--- config.mk ---
export PLATFORM = sky130hd
export DESIGN_NAME = gpio_irq_cause
export DESIGN_NICKNAME = d
export VERILOG_FILES = /design/src/rtl/gpio_irq_pkg.sv /design/src/rtl/gpio_irq_sync.sv /design/src/rtl/gpio_irq_regs.sv /design/src/rtl/gpio_irq_edge.sv /design/src/rtl/gpio_irq_group.sv /design/src/rtl/gpio_irq_cause.sv
export SDC_FILE = /design/constraint.sdc
export NUM_CORES = 1
export LEC_CHECK = 0
export CORE_MARGIN = 1.5
export CORE_UTILIZATION = 47
export CTS_CLUSTER_SIZE = 30
export DETAILED_ROUTE_END_ITERATION = 6
export GPL_ROUTABILITY_DRIVEN = 0
export PLACE_DENSITY = 0.72
export SLEW_MARGIN = 5
export SYNTH_ARGS = -nofsm -noshare
export SYNTH_HDL_FRONTEND = slang
export SYNTH_SLANG_ARGS = --single-unit
--- constraint.sdc ---
create_clock -name clk_i -period 2.2 [get_ports clk_i]
set_clock_uncertainty 0.05 [all_clocks]
set_input_delay 0.66 -clock clk_i [delete_from_list [all_inputs] [get_ports clk_i]]
set_output_delay 0.66 -clock clk_i [all_outputs]
set_load 0.01 [all_outputs]
--- src/rtl/gpio_irq_pkg.sv ---
package gpio_irq_pkg;
  localparam int unsigned ADDR_W = 3;

  typedef enum logic [ADDR_W-1:0] {
    REG_DIR    = 3'd0,
    REG_DIN    = 3'd1,
    REG_POL    = 3'd2,
    REG_ECAUSE = 3'd3,
    REG_EMASK  = 3'd4,
    REG_LMASK  = 3'd5
  } reg_addr_e;
endpackage

--- src/rtl/gpio_irq_sync.sv ---
module gpio_irq_sync #(
  parameter int unsigned WIDTH  = 32,
  parameter int unsigned STAGES = 2
) (
  input  logic             clk_i,
  input  logic             rst_ni,
  input  logic [WIDTH-1:0] d_i,
  output logic [WIDTH-1:0] q_o
);
  logic [WIDTH-1:0] stage_q [STAGES];

  for (genvar s = 0; s < STAGES; s++) begin : g_stage
    always_ff @(posedge clk_i or negedge rst_ni) begin
      if (!rst_ni) begin
        stage_q[s] <= '0;
      end else if (s == 0) begin
        stage_q[s] <= d_i;
      end else begin
        stage_q[s] <= stage_q[(s == 0) ? 0 : s-1];
      end
    end
  end

  assign q_o = stage_q[STAGES-1];
endmodule

--- src/rtl/gpio_irq_regs.sv ---
module gpio_irq_regs
  import gpio_irq_pkg::*;
#(
  parameter int unsigned WIDTH = 32
) (
  input  logic              clk_i,
  input  logic              rst_ni,
  input  logic              we_i,
  input  logic [ADDR_W-1:0] addr_i,
  input  logic [WIDTH-1:0]  wdata_i,
  input  logic [WIDTH-1:0]  din_i,
  input  logic [WIDTH-1:0]  ecause_i,
  output logic [WIDTH-1:0]  rdata_o,
  output logic [WIDTH-1:0]  dir_o,
  output logic [WIDTH-1:0]  pol_o,
  output logic [WIDTH-1:0]  emask_o,
  output logic [WIDTH-1:0]  lmask_o,
  output logic [WIDTH-1:0]  ec_keep_o
);
  logic [WIDTH-1:0] dir_q, pol_q, emask_q, lmask_q;

  always_ff @(posedge clk_i or negedge rst_ni) begin
    if (!rst_ni) begin
      dir_q   <= '0;
      pol_q   <= '0;
      emask_q <= '0;
      lmask_q <= '0;
    end else if (we_i) begin
      unique case (addr_i)
        REG_DIR:   dir_q   <= wdata_i;
        REG_POL:   pol_q   <= wdata_i;
        REG_EMASK: emask_q <= wdata_i;
        REG_LMASK: lmask_q <= wdata_i;
        default: ;
      endcase
    end
  end

  // write-0-to-clear keep mask for the edge-cause register
  assign ec_keep_o = (we_i && addr_i == REG_ECAUSE) ? wdata_i : '1;

  always_comb begin
    unique case (addr_i)
      REG_DIR:    rdata_o = dir_q;
      REG_DIN:    rdata_o = din_i;
      REG_POL:    rdata_o = pol_q;
      REG_ECAUSE: rdata_o = ecause_i;
      REG_EMASK:  rdata_o = emask_q;
      REG_LMASK:  rdata_o = lmask_q;
      default:    rdata_o = '0;
    endcase
  end

  assign dir_o   = dir_q;
  assign pol_o   = pol_q;
  assign emask_o = emask_q;
  assign lmask_o = lmask_q;
endmodule

--- src/rtl/gpio_irq_edge.sv ---
module gpio_irq_edge #(
  parameter int unsigned WIDTH = 32
) (
  input  logic             clk_i,
  input  logic             rst_ni,
  input  logic [WIDTH-1:0] din_i,
  input  logic [WIDTH-1:0] keep_i,
  output logic [WIDTH-1:0] ecause_o
);
  logic [WIDTH-1:0] din_q, ec_q, rise;

  assign rise = din_i & ~din_q;

  always_ff @(posedge clk_i or negedge rst_ni) begin
    if (!rst_ni) begin
      din_q <= '0;
      ec_q  <= '0;
    end else begin
      din_q <= din_i;
      ec_q  <= (ec_q & keep_i) | rise;  // new edge beats clear
    end
  end

  assign ecause_o = ec_q;
endmodule

--- src/rtl/gpio_irq_group.sv ---
module gpio_irq_group #(
  parameter int unsigned WIDTH = 32,
  parameter int unsigned GROUP = 8,
  localparam int unsigned NGRP = WIDTH / GROUP
) (
  input  logic [WIDTH-1:0] cause_i,
  output logic [NGRP-1:0]  irq_o
);
  for (genvar g = 0; g < NGRP; g++) begin : g_grp
    assign irq_o[g] = |cause_i[g*GROUP +: GROUP];
  end
endmodule

--- src/rtl/gpio_irq_cause.sv ---
module gpio_irq_cause
  import gpio_irq_pkg::*;
#(
  parameter int unsigned NUM_LINES  = 32,
  parameter int unsigned GROUP_SIZE = 8,
  parameter int unsigned SYNC_STAGES = 2,
  localparam int unsigned NUM_GROUPS = NUM_LINES / GROUP_SIZE
) (
  input  logic                  clk_i,
  input  logic                  rst_ni,
  input  logic [NUM_LINES-1:0]  pin_i,
  input  logic                  we_i,
  input  logic [ADDR_W-1:0]     addr_i,
  input  logic [NUM_LINES-1:0]  wdata_i,
  output logic [NUM_LINES-1:0]  rdata_o,
  output logic [NUM_GROUPS-1:0] irq_o
);
  logic [NUM_LINES-1:0] pin_s, din, ecause, dir, pol, emask, lmask, ec_keep, cause;

  gpio_irq_sync #(.WIDTH(NUM_LINES), .STAGES(SYNC_STAGES)) u_sync (
    .clk_i, .rst_ni, .d_i(pin_i), .q_o(pin_s)
  );

  assign din = pin_s ^ pol;

  gpio_irq_regs #(.WIDTH(NUM_LINES)) u_regs (
    .clk_i, .rst_ni, .we_i, .addr_i, .wdata_i,
    .din_i(din), .ecause_i(ecause), .rdata_o,
    .dir_o(dir), .pol_o(pol), .emask_o(emask), .lmask_o(lmask),
    .ec_keep_o(ec_keep)
  );

  gpio_irq_edge #(.WIDTH(NUM_LINES)) u_edge (
    .clk_i, .rst_ni, .din_i(din), .keep_i(ec_keep), .ecause_o(ecause)
  );

  assign cause = dir & ((din & lmask) | (ecause & emask));

  gpio_irq_group #(.WIDTH(NUM_LINES), .GROUP(GROUP_SIZE)) u_group (
    .cause_i(cause), .irq_o
  );
endmodule

==> results by stage <==
Global routing:
- The first global-routing pass estimated 46.8 mm of wire.
- The total grt overflow is 0.
- The number of global-route vias before repair is 8,500.
- The number of antenna violations at the first check in global routing is 3.
- Global routing consumed, over all layers together, 27.4% of the routing resources.
- The largest net degree at the start of global routing is 53.

Yosys:
- The number of warning messages in the yosys log is 0.
- The area share of the leading cell type in the synthesized netlist is 63.0%.
- Ranked by total cell area, the synthesized netlist is headed by sky130_fd_sc_hd__dfrtp_1, sky130_fd_sc_hd__mux2_1, sky130_fd_sc_hd__a22oi_1.
- The post-synthesis instance area is 10,200 um^2.
- The synthesized design spends more area on one cell type than any other, namely sky130_fd_sc_hd__dfrtp_1.
- The synthesized netlist contains 21 unique library cells.
- Counting flops and latches in the post-synthesis netlist gives 256.
- A synthesized cell averages 13.2 um^2.
- Sequential elements use 63.0% of the synthesized area.
- The cell count after synthesis is 769.
- The number of nets handed over by synthesis was 839.

Floorplanning:
- The die covers 22,500 um^2.
- The initialized floorplan defines 53 standard-cell rows.
- Once the floorplan was initialized, standard cells occupied 48.1% of the core.
- The die is 150 um wide.
- The die boundary height is 150 um.
- The boundary pin count is 106.
- The total area inside the core boundary comes to 21,200 um^2.

Timing:
- After layout, the minimum clock period comes to 2.65 ns.
- The post-route clock period utilization is 120%.
- The final critical-path setup slack is -0.449 ns.
- At the pin with the least slew margin, the transition time is 0.441 ns.
- For this run, the top clock speed supported by timing is 377 MHz.
- The number of endpoints with negative hold slack in the final report came to 0.
- The final-report max-slew violation count is 0.
- Setup repair after global routing could not meet its margin everywhere.
- The final setup violation count is 36.
- In this run the tightest slew margin relative to its limit is 70.6%.

CTS:
- The number of buffers inserted during clock tree synthesis is 28.
- The clock tree from TritonCTS is done.
- The maximum buffer depth of the clock tree is 3.
- The latest clock arrival within the worst-skew pair is 0.54 ns.
- The tree built by TritonCTS fans out to 256 sinks.
- After clock tree synthesis, the flow added hold-fix buffers numbering 0.
- The deepest level of the CTS H-tree is 1.
- The clock tree root driver cell is sky130_fd_sc_hd__clkbuf_16.
- The clock-pin slew reported for the worst setup and hold paths after clock tree synthesis is 0.06 ns.

Placement:
- The number of port buffers is 105.
- The half-perimeter wire length of the detailed placement result is 16.9 mm.
- Including well taps, the total number of placed cells is 1,296.
- Prior to clock tree synthesis, the placed netlist has a worst setup slack of -1.16 ns.

Worst setup path:
- The element type at the critical path start is a flop.
- Setup slack on the worst reg-to-reg path comes out at 1.04 ns.
- The worst register-to-register path ends at u_edge.ecause_o[26]$_DFF_PN0_.
- The type of the worst setup path is reg2out.
- The first element of the critical path is u_regs.pol_o[31]$_DFFE_PN0P_.
- For the worst setup path, the data required time is 1.49 ns.
- Along the worst path, the maximum fanout reaches 2.
- The depth of the worst register-to-register path is 4.
- The critical path endpoint is irq_o[3].
- Walking the worst path, the cells encountered are xor2_1 > nand3_1 > nand4_1 > or3_4 > buf_6.
- The source of the worst register-to-register timing path is u_sync.q_o[26]$_DFF_PN0_.
- Data on the critical path arrives at its endpoint at 1.94 ns.
- For this design, the slowest cell found on the critical path is sky130_fd_sc_hd__dfrtp_1.
- The delay contributed by the slowest stage of the critical path is 0.41 ns.
- STA classifies the critical path endpoint as an output pin.

Outcome:
- The final reports fail on setup timing.
- The flow ran to the end, but the final reports show violations.

Layout:
- In the final layout, the multi-input gates occupy 4020 um^2.
- Counting the fill cells in the layout gives 1,319.
- The top cell types in the final layout, fill and taps aside, are sky130_fd_sc_hd__dfrtp_1, sky130_fd_sc_hd__buf_4, sky130_fd_sc_hd__mux2_1.
- In the final layout, flip-flops and latches occupy 6410 um^2.
- For this run, the number of standard cells in the final layout without fillers is 1,399.
- The most frequent standard cell in the layout excluding fill and tap cells is sky130_fd_sc_hd__dfrtp_1.
- After the last flow step, the layout net total stands at 1,175.
- The proportion of layout cells with a drive suffix above 1 is 37.7%.
- The synthesis-to-finish area growth is 50.1%.

Routing:
- Wires add up to 31.8 mm.
- The first routing iteration left 549 violations.
- The first detailed-routing pass took 5 iterations.
- The number of DRC violations after detailed routing is 0.
- The routed layout has 8,078 vias.
- In the routed layout, each cell is associated on average with a via count of 5.77.
- Once detail routing completed, the nets flagged for antenna violations numbered 0.
- Dividing the detail-routed wire length by the instance count gives 22.7 um.

Power:
- The overall power after layout is 14.3 mW.
- Across the VDD grid, the largest voltage drop is 785 uV.
- The static leakage is 6.76 nW.
- The total power per unit cell area is 937 nW/um^2.

Run:
- The tool flagged a number of max-cap violations equal to 0.

Min path:
- The class of the tightest hold or removal check is in2async.
where the power goes:
group	internal, mW	switching [mW]
Combinational	1.94	1.58
Sequential	5.53	0.568
Clock	2.85	1.85
Total	10.3	4.00
Yosys cell counts:
master and n:
sky130_fd_sc_hd__nor3b_2 2, sky130_fd_sc_hd__xor2_1 32, sky130_fd_sc_hd__and3b_1 2, sky130_fd_sc_hd__buf_1 3, sky130_fd_sc_hd__nand4_1 12, sky130_fd_sc_hd__a31oi_1 16, sky130_fd_sc_hd__and2_1 3, sky130_fd_sc_hd__dfrtp_1 256
sky130_fd_sc_hd__nor3b_1 1, sky130_fd_sc_hd__or3_1 4, sky130_fd_sc_hd__nand3_1 64, sky130_fd_sc_hd__inv_1 32, sky130_fd_sc_hd__nand2_1 2, sky130_fd_sc_hd__a22oi_1 96, sky130_fd_sc_hd__o21ai_1 64, sky130_fd_sc_hd__nor3_2 1
sky130_fd_sc_hd__buf_4 6, sky130_fd_sc_hd__buf_2 10, sky130_fd_sc_hd__mux2_1 128, sky130_fd_sc_hd__clkbuf_1 19, sky130_fd_sc_hd__and3_1 16
through the flow:
| step | TNS [ns] | hold WS (ns) | utilization, % | cell area, um^2 |
|---|---|---|---|---|
| global route | -13.43 | 0.0294 | 72.2 | 15300 |
| floorplan | -0.0163 | 0.281 | - | 10200 |
| detailed placement | -113.16 | 0.285 | 61.6 | 13000 |
| global placement | -107.75 | 0.282 | 61.6 | 13000 |
| CTS | -11.89 | 0.00620 | 69.7 | 14800 |
| finish | -12.12 | 0.00137 | 72.2 | 15300 |
area by class of cell:
type | instances | area share (%)
inverter | 32 | 0.786
tap | 275 | 2.25
clock inverter | 8 | 0.590
multi-input combinational | 443 | 26.3
timing repair buffer | 344 | 22.6
clock buffer | 40 | 5.48
sequential | 256 | 41.9
antenna | 1 | 0.0164
worst max-delay path: cells and delay by family (launching register included):
family | cells | cell delay (ns)
buffers and inverters | 1 | 0.13
xor gates and xnor gates | 1 | 0.20
DFF | 1 | 0.41
and+or+nand+nor | 3 | 0.67
what timing repair did:
| action | 4_1_cts | 5_1_grt |
|---|---|---|
| resized for setup | 258 | 70 |
| pin swaps | 45 | 47 |
| setup endpoints to repair | 130 | 46 |
| gates cloned | 9 | 6 |
| setup buffers | 37 | 5 |
flip-flops by register name, indices dropped and copies added, names as in the netlist:
register and count:
u_edge.din_q 32, u_edge.ecause_o 32, u_regs.dir_o 32, u_regs.emask_o 32, u_regs.lmask_o 32, u_regs.pol_o 32, u_sync.q_o 32, u_sync.stage_q 32
metal layers:
layer	global-route usage [%]	share of wire (%)	routed length, um
met1	34.5	38	12200
met2	45.6	49	15600
met3	5.21	6.7	2150
met4	13.3	5.7	1820
met5	0	0.091	29
cell families after synthesis:
family,count (synthesis),synth area share (%)
AOI/OAI and AO/OA,176,11.2
muxes,128,14.2
xor gates and xnor gates,32,2.75
DFF,256,63.0
and+or+nand+nor,107,5.96
buffers and inverters,70,2.93
how the worst min path moves through the flow:
stage / to / slack [ns] / cells past startpoint / from
after floorplan: u_sync.q_o[0]$_DFF_PN0_ / 0.28 / 0 / u_sync.stage_q[32]$_DFF_PN0_
after global placement: u_sync.q_o[0]$_DFF_PN0_ / 0.28 / 0 / u_sync.stage_q[32]$_DFF_PN0_
after detailed placement: u_sync.q_o[15]$_DFF_PN0_ / 0.28 / 0 / u_sync.stage_q[47]$_DFF_PN0_
after CTS: u_edge.ecause_o[8]$_DFF_PN0_ / 0.006 / 1 / rst_ni
after global routing: u_regs.pol_o[10]$_DFFE_PN0P_ / 0.03 / 1 / rst_ni
final: u_regs.pol_o[10]$_DFFE_PN0P_ / 0.001 / 1 / rst_ni
Note: power is estimated with default switching activity, not from simulation.
